$ cat src/rtl/sereep_pkg.sv
package sereep_pkg;
  typedef enum logic [2:0] {
    OP_READ      = 3'd0,
    OP_WRITE     = 3'd1,
    OP_ERASE     = 3'd2,
    OP_ERASE_ALL = 3'd3,
    OP_WRITE_ALL = 3'd4,
    OP_WREN      = 3'd5,
    OP_WRDIS     = 3'd6
  } op_e;

  typedef enum logic [2:0] {
    ST_IDLE, ST_LO, ST_HI, ST_GAP, ST_POLL, ST_DONE
  } st_e;
endpackage

$ cat src/rtl/sereep_frame.sv
// Builds a left-aligned serial frame and its clock count.
module sereep_frame import sereep_pkg::*; #(
  parameter int AW8 = 9,
  parameter int DW  = 16,
  parameter int FW  = 3 + (AW8 - 1) + DW,
  parameter int LW  = $clog2(FW + 1)
) (
  input  logic [2:0]     op,
  input  logic [AW8-1:0] addr,
  input  logic [DW-1:0]  wdata,
  input  logic           wide,
  output logic [FW-1:0]  frame,
  output logic [LW-1:0]  nbits
);
  localparam int AW16 = AW8 - 1;
  localparam int HW   = DW / 2;
  localparam int H8   = 3 + AW8;
  localparam int H16  = 3 + AW16;
  localparam int PAD  = FW - H8 - HW;

  logic [1:0]      opc, ext;
  logic            use_addr, has_data, has_word;
  logic [AW8-1:0]  f8;
  logic [AW16-1:0] f16;
  logic [HW-1:0]   d8;
  logic [DW-1:0]   d16;

  always_comb begin
    opc = 2'b00; ext = 2'b00; use_addr = 1'b0;
    case (op_e'(op))
      OP_READ:      begin opc = 2'b10; use_addr = 1'b1; end
      OP_WRITE:     begin opc = 2'b01; use_addr = 1'b1; end
      OP_ERASE:     begin opc = 2'b11; use_addr = 1'b1; end
      OP_ERASE_ALL: ext = 2'b10;
      OP_WRITE_ALL: ext = 2'b01;
      OP_WREN:      ext = 2'b11;
      default:      ext = 2'b00;
    endcase
    has_data = (op_e'(op) == OP_WRITE) || (op_e'(op) == OP_WRITE_ALL);
    has_word = has_data || (op_e'(op) == OP_READ);
    f8  = use_addr ? addr : {ext, {(AW8-2){1'b0}}};
    f16 = use_addr ? addr[AW16-1:0] : {ext, {(AW16-2){1'b0}}};
    d8  = has_data ? wdata[HW-1:0] : '0;
    d16 = has_data ? wdata : '0;
    if (wide) begin
      frame = {1'b1, opc, f16, d16};
      nbits = has_word ? LW'(H16 + DW) : LW'(H16);
    end else begin
      frame = {1'b1, opc, f8, d8, {PAD{1'b0}}};
      nbits = has_word ? LW'(H8 + HW) : LW'(H8);
    end
  end
endmodule

$ cat src/rtl/sereep_tick.sv
// Half-period strobe for the serial clock; restarts whenever disabled.
module sereep_tick #(
  parameter int DIV = 2,
  parameter int CW  = (DIV > 1) ? $clog2(DIV) : 1
) (
  input  logic clk,
  input  logic rst,
  input  logic en,
  output logic tick
);
  logic [CW-1:0] cnt;
  assign tick = en && (cnt == CW'(DIV - 1));
  always_ff @(posedge clk) begin
    if (rst || !en || tick) cnt <= '0;
    else                    cnt <= cnt + 1'b1;
  end
endmodule

$ cat src/rtl/sereep_host.sv
module sereep_host import sereep_pkg::*; #(
  parameter int AW8        = 9,
  parameter int DW         = 16,
  parameter int CLK_DIV    = 2,
  parameter int CSL_CYC    = 64,
  parameter int POLL_LIMIT = 1 << 20
) (
  input  logic           clk,
  input  logic           rst,
  input  logic           cmd_valid,
  input  logic [2:0]     cmd_op,
  input  logic [AW8-1:0] cmd_addr,
  input  logic [DW-1:0]  cmd_wdata,
  input  logic           cmd_wide,
  input  logic           cmd_lock,
  output logic           busy,
  output logic           done,
  output logic [DW-1:0]  rd_data,
  output logic           timeout_err,
  output logic           ee_cs,
  output logic           ee_sk,
  output logic           ee_di,
  input  logic           ee_do
);
  localparam int FW  = 3 + (AW8 - 1) + DW;
  localparam int LW  = $clog2(FW + 1);
  localparam int HW  = DW / 2;
  localparam int GCW = (CSL_CYC > 1) ? $clog2(CSL_CYC) : 1;
  localparam int PCW = (POLL_LIMIT > 1) ? $clog2(POLL_LIMIT) : 1;

  st_e            st;
  logic [FW-1:0]  sh, c_frame, l_frame;
  logic [LW-1:0]  left, c_nbits, l_nbits;
  logic [DW-1:0]  rd_sh;
  logic [GCW-1:0] gap;
  logic [PCW-1:0] pc;
  logic           prog_q, rd_q, wide_q, lock_q, polled, locked, tick, c_prog;

  sereep_frame #(.AW8(AW8), .DW(DW), .FW(FW), .LW(LW)) u_cmd_frame (
    .op(cmd_op), .addr(cmd_addr), .wdata(cmd_wdata), .wide(cmd_wide),
    .frame(c_frame), .nbits(c_nbits));

  sereep_frame #(.AW8(AW8), .DW(DW), .FW(FW), .LW(LW)) u_lock_frame (
    .op(3'(OP_WRDIS)), .addr('0), .wdata('0), .wide(wide_q),
    .frame(l_frame), .nbits(l_nbits));

  sereep_tick #(.DIV(CLK_DIV)) u_tick (
    .clk(clk), .rst(rst),
    .en(st == ST_LO || st == ST_HI || st == ST_POLL), .tick(tick));

  assign c_prog = (op_e'(cmd_op) == OP_WRITE) || (op_e'(cmd_op) == OP_ERASE) ||
                  (op_e'(cmd_op) == OP_ERASE_ALL) || (op_e'(cmd_op) == OP_WRITE_ALL);
  assign busy  = (st != ST_IDLE);
  assign ee_di = sh[FW-1];

  always_ff @(posedge clk) begin
    if (rst) begin
      st <= ST_IDLE; ee_cs <= 1'b0; ee_sk <= 1'b0; sh <= '0; left <= '0;
      rd_sh <= '0; rd_data <= '0; done <= 1'b0; timeout_err <= 1'b0;
      gap <= '0; pc <= '0; prog_q <= 1'b0; rd_q <= 1'b0; wide_q <= 1'b0;
      lock_q <= 1'b0; polled <= 1'b0; locked <= 1'b0;
    end else begin
      done <= 1'b0;
      case (st)
        ST_IDLE: if (cmd_valid) begin
          sh <= c_frame; left <= c_nbits; prog_q <= c_prog;
          rd_q <= (op_e'(cmd_op) == OP_READ); wide_q <= cmd_wide;
          lock_q <= cmd_lock; polled <= 1'b0; locked <= 1'b0;
          timeout_err <= 1'b0; ee_cs <= 1'b1; st <= ST_LO;
        end
        ST_LO: if (tick) begin
          ee_sk <= 1'b1; st <= ST_HI;
        end
        ST_HI: if (tick) begin
          ee_sk <= 1'b0;
          rd_sh <= {rd_sh[DW-2:0], ee_do};
          if (left == LW'(1)) begin
            sh <= '0; ee_cs <= 1'b0; gap <= '0; st <= ST_GAP;
          end else begin
            sh <= sh << 1; left <= left - 1'b1; st <= ST_LO;
          end
        end
        ST_GAP: if (gap == GCW'(CSL_CYC - 1)) begin
          gap <= '0;
          if (prog_q && !polled && !timeout_err) begin
            ee_cs <= 1'b1; pc <= '0; st <= ST_POLL;
          end else if (prog_q && lock_q && !locked && !timeout_err) begin
            sh <= l_frame; left <= l_nbits; locked <= 1'b1;
            ee_cs <= 1'b1; st <= ST_LO;
          end else begin
            st <= ST_DONE;
          end
        end else begin
          gap <= gap + 1'b1;
        end
        ST_POLL: begin
          pc <= pc + 1'b1;
          if (tick && ee_do) begin
            polled <= 1'b1; ee_cs <= 1'b0; st <= ST_GAP;
          end else if (pc == PCW'(POLL_LIMIT - 1)) begin
            timeout_err <= 1'b1; ee_cs <= 1'b0; st <= ST_GAP;
          end
        end
        ST_DONE: begin
          done <= 1'b1;
          if (rd_q) rd_data <= wide_q ? rd_sh : {{(DW-HW){1'b0}}, rd_sh[HW-1:0]};
          st <= ST_IDLE;
        end
        default: st <= ST_IDLE;
      endcase
    end
  end
endmodule

$ cat config.mk
export PLATFORM = sky130hd
export DESIGN_NAME = sereep_host
export DESIGN_NICKNAME = d
export VERILOG_FILES = /design/src/rtl/sereep_pkg.sv /design/src/rtl/sereep_frame.sv /design/src/rtl/sereep_tick.sv /design/src/rtl/sereep_host.sv
export SDC_FILE = /design/constraint.sdc
export NUM_CORES = 1
export LEC_CHECK = 0
export BUFFER_PORTS_ARGS = -buffer_cell sky130_fd_sc_hd__buf_2
export CAP_MARGIN = 5
export CORE_ASPECT_RATIO = 1.4
export CORE_UTILIZATION = 35
export CTS_BUF_LIST = sky130_fd_sc_hd__clkbuf_2 sky130_fd_sc_hd__clkbuf_4 sky130_fd_sc_hd__clkbuf_8
export DETAILED_ROUTE_END_ITERATION = 8
export GPL_TIMING_DRIVEN = 1
export SYNTH_ARGS = -nofsm -noshare
export SYNTH_HDL_FRONTEND = slang
export SYNTH_SLANG_ARGS = --single-unit
$ cat constraint.sdc
create_clock -name clk -period 2.4 [get_ports clk]
set_clock_uncertainty 0.1 [all_clocks]
set_input_delay 0.24 -clock clk [delete_from_list [all_inputs] [get_ports clk]]
set_output_delay 0.24 -clock clk [all_outputs]
set_load 0.01 [all_outputs]
==> flow_summary.toml, run 1 <==
[outcome]
run_status = "complete, no violations"

[drt]
detailroute.via_count = 4263
firstDrtPassIters = 4
drt-vias-per-instance = 5.174
drc_errors = 0
wl_per_cell_microns = 13.98
drt_iter0_drc = 203
wirelength_mm = 11.52
postRouteAntennaNets = 0

[timing]
grt_setup_unrepaired = "false"
worst_slew_margin_relative_to_its_limit = 0.5851
setup_viol_count_final = 0
hold_ws_ps = 28.05
hold_violations = 0
peak_clock_frequency_supported_by_timing_mhz = 461.4
final_min_period_over_clock_period = 0.9030
final.min_clock_period_ps = 2167
pnr_worst_setup_slack_ps = 232.9
timing_worst_slew_pin_value_ps = 620.6
slew_viol_final = 0
setup_tns_ps = 0

[synthesis]
xor_xnor_portion_of_the_synthesized_cell_area = 0.04461
synth_seq_cells = 104
synth_top_family_by_area = "simple AND/OR/NAND/NOR gates"
sequential_cell_area_fraction_in_the_yosys_report = 0.4242
synth_adder_area_share = 0.01020
postSynthAreaPerCell_sq_um = 8.250
synth-edff-count = 0
postSynth.asyncResetShare = 0
synth.largest_area_cell = "sky130_fd_sc_hd__dfxtp_1"
synth-simple-area-share = 0.2355
synthFlopType = "sky130_fd_sc_hd__dfxtp_1"
synthesized_cell_area_sq_um = 4908
yosys.cell_types.count = 64
synth_compound_area_frac = 0.1988
netlist_top_cells_area = "sky130_fd_sc_hd__dfxtp_1 (42%), sky130_fd_sc_hd__a21oi_1 (7.0%), sky130_fd_sc_hd__nor2_1 (6.3%), sky130_fd_sc_hd__nand2_1 (6.0%), sky130_fd_sc_hd__mux2i_1 (3.3%)"
synth_cells = 595
synth.yosys.warnings = 0
synth_top_area_share = 0.4242
synthMuxAreaShare = 0.03722
synth.net_count = 633

[clock_tree]
path_clk_slew_ps = 100
cts_setup_buffers = 0
htree_levels = 3
cts_sinks = 104
numCtsBuffers = 9
clock_latency_ps = 380
max-clock-path-buffers = 2
cts_tree = "done"
library_cell_used_as_clock_root_buffer = "sky130_fd_sc_hd__clkbuf_8"

[worst_setup_path]
r2r-start = "gap[0]"
arrival_ps = 2310
setup.worst_path.start = "gap[0]"
worst-setup-path-type = "flip-flop to flip-flop"
crit-reg2reg-capture = "left[1]"
critical_path.max_fanout = 14
cp_slowest_cell = "sky130_fd_sc_hd__o31a_2"
setup.reg_to_reg.worst_slack_ps = 230
endpoint = "left[1]"
startpoint_type = "flip-flop"
critPathRequiredTime_ps = 2550
r2r.worst_path.cells = 6
end_kind = "flip-flop"
worst_path_cell_trace = "ha_1 > nand3_2 > or2_0 > o31a_2 > a21oi_1 > a221oi_1"
crit_path_max_incr_delay_ps = 500

[flow_run]
drv_cap = 0

[grt]
largest_net_degree_at_the_start_of_global_routing = 48
grt_antenna_before_repair = 0
track_usage = 0.1689
via_count_of_the_first_global_routing_pass = 4296
grt_pass1_wl_mm = 19.58
grt.overflow.total = 0

[die]
die_width_microns = 102.1
die_area_sq_um = 14510
std_cell_rows = 50
num_io_pins = 56
dieHeight_microns = 142.1
design.core.area_sq_um = 13510
initial_standard_cell_utilization_of_the_core = 0.3632

[final_layout]
drive_gt1_frac = 0.1698
fin_nets = 675
layout_commonest_cell = "sky130_fd_sc_hd__dfxtp_1"
final_cells = 824
mostFrequentLayoutCells = "sky130_fd_sc_hd__dfxtp_1 (104), sky130_fd_sc_hd__nor2_1 (82), sky130_fd_sc_hd__nand2_1 (78)"
flow.area_growth_from_synthesis_pct = 14.10
diodes = 0

[hold_path]
min-delay-path-class = "primary input to flip-flop"

[placement]
cell_total_after_placement = 807
placement.io_buffers = 55
place_congestion = 0.7940
place_ws_ps = 178.4
detailedPlacementHpwl_mm = 8.274

[pwr]
leakagePower_nw = 2.060
p_per_area_nw_per_um2 = 610.4
peakVddDrop_uv = 250.5
==> timing repair <==
| item | 4_1_cts | 5_1_grt |
|---|---|---|
| hold buffers | 1 | 0 |
| endpoints found under the hold margin | 1 | 0 |
| endpoints found under the setup margin | 0 | 2 |
| resized for setup | 0 | 1 |
==> how the worst min path moves through the flow <==
stage               cells past startpoint     endpoint  slack [ps]        start
detailed placement                      2  rd_data[15]         340  rd_data[15]
finish                                  3     rd_sh[0]          30        ee_do
global route                            2       polled          30    cmd_valid
floorplan                               1       polled         240    cmd_valid
CTS                                     2       polled           4    cmd_valid
global placement                        2  rd_data[14]         340  rd_data[14]
==> cell usage after synthesis, drive strengths merged (7+ instances only) <==
master / number
inv: 7
nand2: 78
a221oi: 12
nand3: 17
dfxtp: 104
a21oi: 70
buf: 21
clkbuf: 24
mux2i: 16
nor3: 18
o21ai: 12
xor2: 18
a211oi: 21
nor2: 84
xnor2: 7
o2111ai: 9
==> area by class of cell <==
cell class              instances  area (sq um)
clock buffers                  10         137.6
clock inverters                 6         72.57
fillers                      1403          7913
inverters                       7         26.28
multi-input cells             439          2594
flip-flops and latches        104          2082
well taps                     182         227.7
repair buffers                 76         460.4
==> sequential cells by signal, summed over array words and instances (netlist names), 3 cells and up <==
name and count:
left 5, gap 6, rd_data 16, rd_sh 16, sh 27, pc 20, st 3
==> layer usage <==
| layer | global-route usage | share of wire | vias to the layer above |
|---|---|---|---|
| met5 | 0 | 0 | - |
| met4 | 0.05263 | 0.014 | 0 |
| met3 | 0.03438 | 0.039 | 11 |
| met2 | 0.2992 | 0.50 | 83 |
| met1 | 0.2011 | 0.45 | 1982 |
| li1 | - | - | 2187 |
==> critical path: cells and delay by family (launching register included) <==
family / cells / cell delay (ps)
compound gates: 3 / 840
simple gates: 2 / 520
flops: 1 / 380
fa+ha+maj: 1 / 200
==> where the power goes <==
part / leakage [nW] / internal [mW] / switching, mW / total [mW]
clock: 0.104 / 0.526 / 0.627 / 1.15
combinational: 1.11 / 0.178 / 0.251 / 0.429
sequential: 0.845 / 1.79 / 0.0484 / 1.84
==> cells by family after synthesis <==
family          after synthesis
xor+xnor                     25
simple gates                242
mux                          18
fa+ha+maj                     4
compound gates              150
flops                       104
buf+inv                      52
==> per-stage QoR <==
stage	total power, mW	utilization	area [sq um]
2_1_floorplan	2.171	-	4908
3_3_place_gp	2.296	0.3981	5379
3_5_place_dp	2.306	0.3981	5379
4_1_cts	3.467	0.4144	5599
5_1_grt	3.594	0.4144	5600
6_report	3.418	0.4144	5600
Note: power is estimated with default switching activity, not from simulation.
==> run 2: changes to the inputs <==
--- a/config.mk
+++ b/config.mk
@@ -5,6 +5,7 @@
 export SDC_FILE = /design/constraint.sdc
 export NUM_CORES = 1
 export LEC_CHECK = 0
+export ABC_AREA = 1
 export BUFFER_PORTS_ARGS = -buffer_cell sky130_fd_sc_hd__buf_2
 export CAP_MARGIN = 5
 export CORE_ASPECT_RATIO = 1.4
==> run 2 against run 1 <==
Routed wire length up 15%. Combinational power rose to 4.8 times the previous value. Utilization down 0.81 points. Highest routed layer unchanged. Synthesized cell count up 36%. Die area up 7.7%. Sequential cell count unchanged. Fmax up 4.1%. Total power up 57%. Hold slack better by 33 ps. Critical path type unchanged. Synthesized area up 7.9%.
==> flow_summary.toml, run 2 <==
[outcome]
run_status = "complete, no violations"

[synthesis]
yosys.cell_types.count = 31
synth_seq_cells = 104
synth.largest_area_cell = "sky130_fd_sc_hd__dfxtp_1"
netlist_top_cells_area = "sky130_fd_sc_hd__dfxtp_1 (39%), sky130_fd_sc_hd__nand2_1 (14%), sky130_fd_sc_hd__nor2_1 (8.9%), sky130_fd_sc_hd__a21oi_1 (7.2%), sky130_fd_sc_hd__inv_1 (5.6%)"
postSynthAreaPerCell_sq_um = 6.544
yosys.cell_count.top_type = "sky130_fd_sc_hd__nand2_1"
postSynth.asyncResetShare = 0
synth.yosys.warnings = 0
synth.net_count = 847
synth_top_cells_by_count = "sky130_fd_sc_hd__nand2_1 (197), sky130_fd_sc_hd__nor2_1 (126), sky130_fd_sc_hd__dfxtp_1 (104), sky130_fd_sc_hd__inv_1 (79), sky130_fd_sc_hd__a21oi_1 (76)"
synthFlopType = "sky130_fd_sc_hd__dfxtp_1"
synth-edff-count = 0
synth_top_area_share = 0.3933
synth_cells = 809
synthesized_cell_area_sq_um = 5294
sequential_cell_area_fraction_in_the_yosys_report = 0.3933

[die]
initial_standard_cell_utilization_of_the_core = 0.3616
std_cell_rows = 52
die_width_microns = 105.9
die_area_sq_um = 15630
dieHeight_microns = 147.5
design.core.area_sq_um = 14640
num_io_pins = 56

[grt]
grt.overflow.total = 0
track_usage = 0.1763
largest_net_degree_at_the_start_of_global_routing = 44
grt_pass1_wl_mm = 22.08
via_count_of_the_first_global_routing_pass = 4660
grt_antenna_before_repair = 0

[worst_setup_path]
crit_buf_inv = 2
startpoint_type = "flip-flop"
setup.worst_path.start = "pc[0]"
worst_path_cell_trace = "ha_1 > inv_1 > nor2_1 > nand2_1 > nor2_1 > nand2_1 > nand2_1 > nand3_1 > nand2_1 > inv_1 > nor2_1"
end_kind = "flip-flop"
r2r-start = "pc[0]"
worst-setup-path-type = "flip-flop to flip-flop"
critPathRequiredTime_ps = 2620
cp_top_family = "simple AND/OR/NAND/NOR gates"
arrival_ps = 2300
critPathMostFrequentCell = "sky130_fd_sc_hd__nand2_1"
crit_path_max_incr_delay_ps = 460
cp_slowest_cell = "sky130_fd_sc_hd__dfxtp_1"
critical_path.max_fanout = 8

[placement]
place_congestion = 0.8728
cell_total_after_placement = 1032
placement.io_buffers = 55
detailedPlacementHpwl_mm = 9.475

[timing]
hold_ws_ps = 60.67
grt_setup_unrepaired = "false"
setup_tns_ps = 0
setup_viol_count_final = 0
hold_violations = 0
final.min_clock_period_ps = 2081
slew_viol_final = 0
timing_worst_slew_pin_value_ps = 918.1
peak_clock_frequency_supported_by_timing_mhz = 480.6
final_min_period_over_clock_period = 0.8670
worst_slew_margin_relative_to_its_limit = 0.3857

[final_layout]
largest_reg_flops = 27
flow.area_growth_from_synthesis_pct = 12.36
fill_cells = 1619
layout_commonest_cell = "sky130_fd_sc_hd__nand2_1"
fin_nets = 894
mostFrequentLayoutCells = "sky130_fd_sc_hd__nand2_1 (197), sky130_fd_sc_hd__nor2_1 (126), sky130_fd_sc_hd__dfxtp_1 (104)"
drive_gt1_frac = 0.1244
reg_top3 = "sh (27), pc (20)"
final_cells = 1049
diodes = 0
largest_register = "sh"

[clock_tree]
cts_tree = "done"
numCtsBuffers = 9
postCtsResizedCells = 0
htree_levels = 3
path_clk_slew_ps = 110
library_cell_used_as_clock_root_buffer = "sky130_fd_sc_hd__clkbuf_8"
cts_setup_buffers = 0
cts_sinks = 104
clock_latency_ps = 380
max-clock-path-buffers = 2

[pwr]
leakagePower_nw = 2.563
total_power_mw = 5.354
p_per_area_nw_per_um2 = 900.0
peakVddDrop_uv = 586.9

[drt]
drc_errors = 0
drt-vias-per-instance = 4.827
drt_iter0_drc = 282
detailroute.via_count = 5063
wl_per_cell_microns = 12.66
firstDrtPassIters = 4
postRouteAntennaNets = 0
wirelength_mm = 13.28

[hold_path]
min-delay-path-class = "primary input to flip-flop"
hp-start = "cmd_wdata[1]"

[flow_run]
drv_cap = 0
run 2: cell count changes after synthesis, sizes merged, moves of 9 or more:
cell,previous run,this run
a211oi,21,0
nand3,17,57
inv,7,84
xor2,18,4
o2111ai,9,0
mux2i,16,0
nand2,78,202
o21ai,12,60
a221oi,12,0
nor2,84,132
nor3,18,7
run 2: metrics by stage:
stage / utilization / area, sq um / worst slack [ps]
after detailed placement: 0.3912 / 5727 / 340.6
after floorplan: - / 5294 / 678.3
after global routing: 0.4063 / 5948 / 150.0
after global placement: 0.3912 / 5727 / 395.3
final: 0.4063 / 5948 / 319.2
after CTS: 0.4063 / 5948 / 328.8
run 2: worst paths after layout:
path	to	slack, ps	cells after the start
hold reg to reg	rd_data[5]	340	2
setup reg to reg	st[0]	320	11
hold / removal	sh[1]	60	3
setup / recovery	st[0]	320	11
run 2: kinds of logic after synthesis:
kind of cell	share of synthesized area
xor gates and xnor gates	0.009927
AOI/OAI and AO/OA	0.1520
and+or+nand+nor	0.3432
buffers and inverters	0.09217
DFF	0.3933
adders and majority gates	0.009454
run 2: metal layers:
layer,share of wire,up-vias,GRT usage
li1,-,2679,-
met1,0.45,2265,0.2103
met2,0.49,97,0.3059
met3,0.038,22,0.03616
met4,0.023,0,0.07292
met5,0,-,0
run 2: report_power, final:
group	switching (mW)	internal, mW	total, mW
Sequential	0.176	1.99	2.16
Combinational	1.39	0.662	2.05
Clock	0.624	0.515	1.14
Total	2.19	3.16	5.35
run 2: layout make-up:
cell class / instances / area [sq um] / area share
clock buffer: 10 / 137.6 / 0.02314
clock inverter: 5 / 63.81 / 0.01073
inverter: 85 / 319.1 / 0.05364
multi-input combinational: 587 / 2724 / 0.4579
sequential: 104 / 2082 / 0.3500
tap: 189 / 236.5 / 0.03976
timing repair buffer: 69 / 385.4 / 0.06479
run 2: timing repair:
item | CTS | global route
hold buffers | 2 | 0
setup endpoints to repair | 0 | 0
endpoints found under the hold margin | 2 | 0
run 2: tightest hold or removal path, cell delays in order:
cell                      delay (ps)
sky130_fd_sc_hd__buf_2            90
sky130_fd_sc_hd__a22oi_1          60
sky130_fd_sc_hd__a21oi_1         130
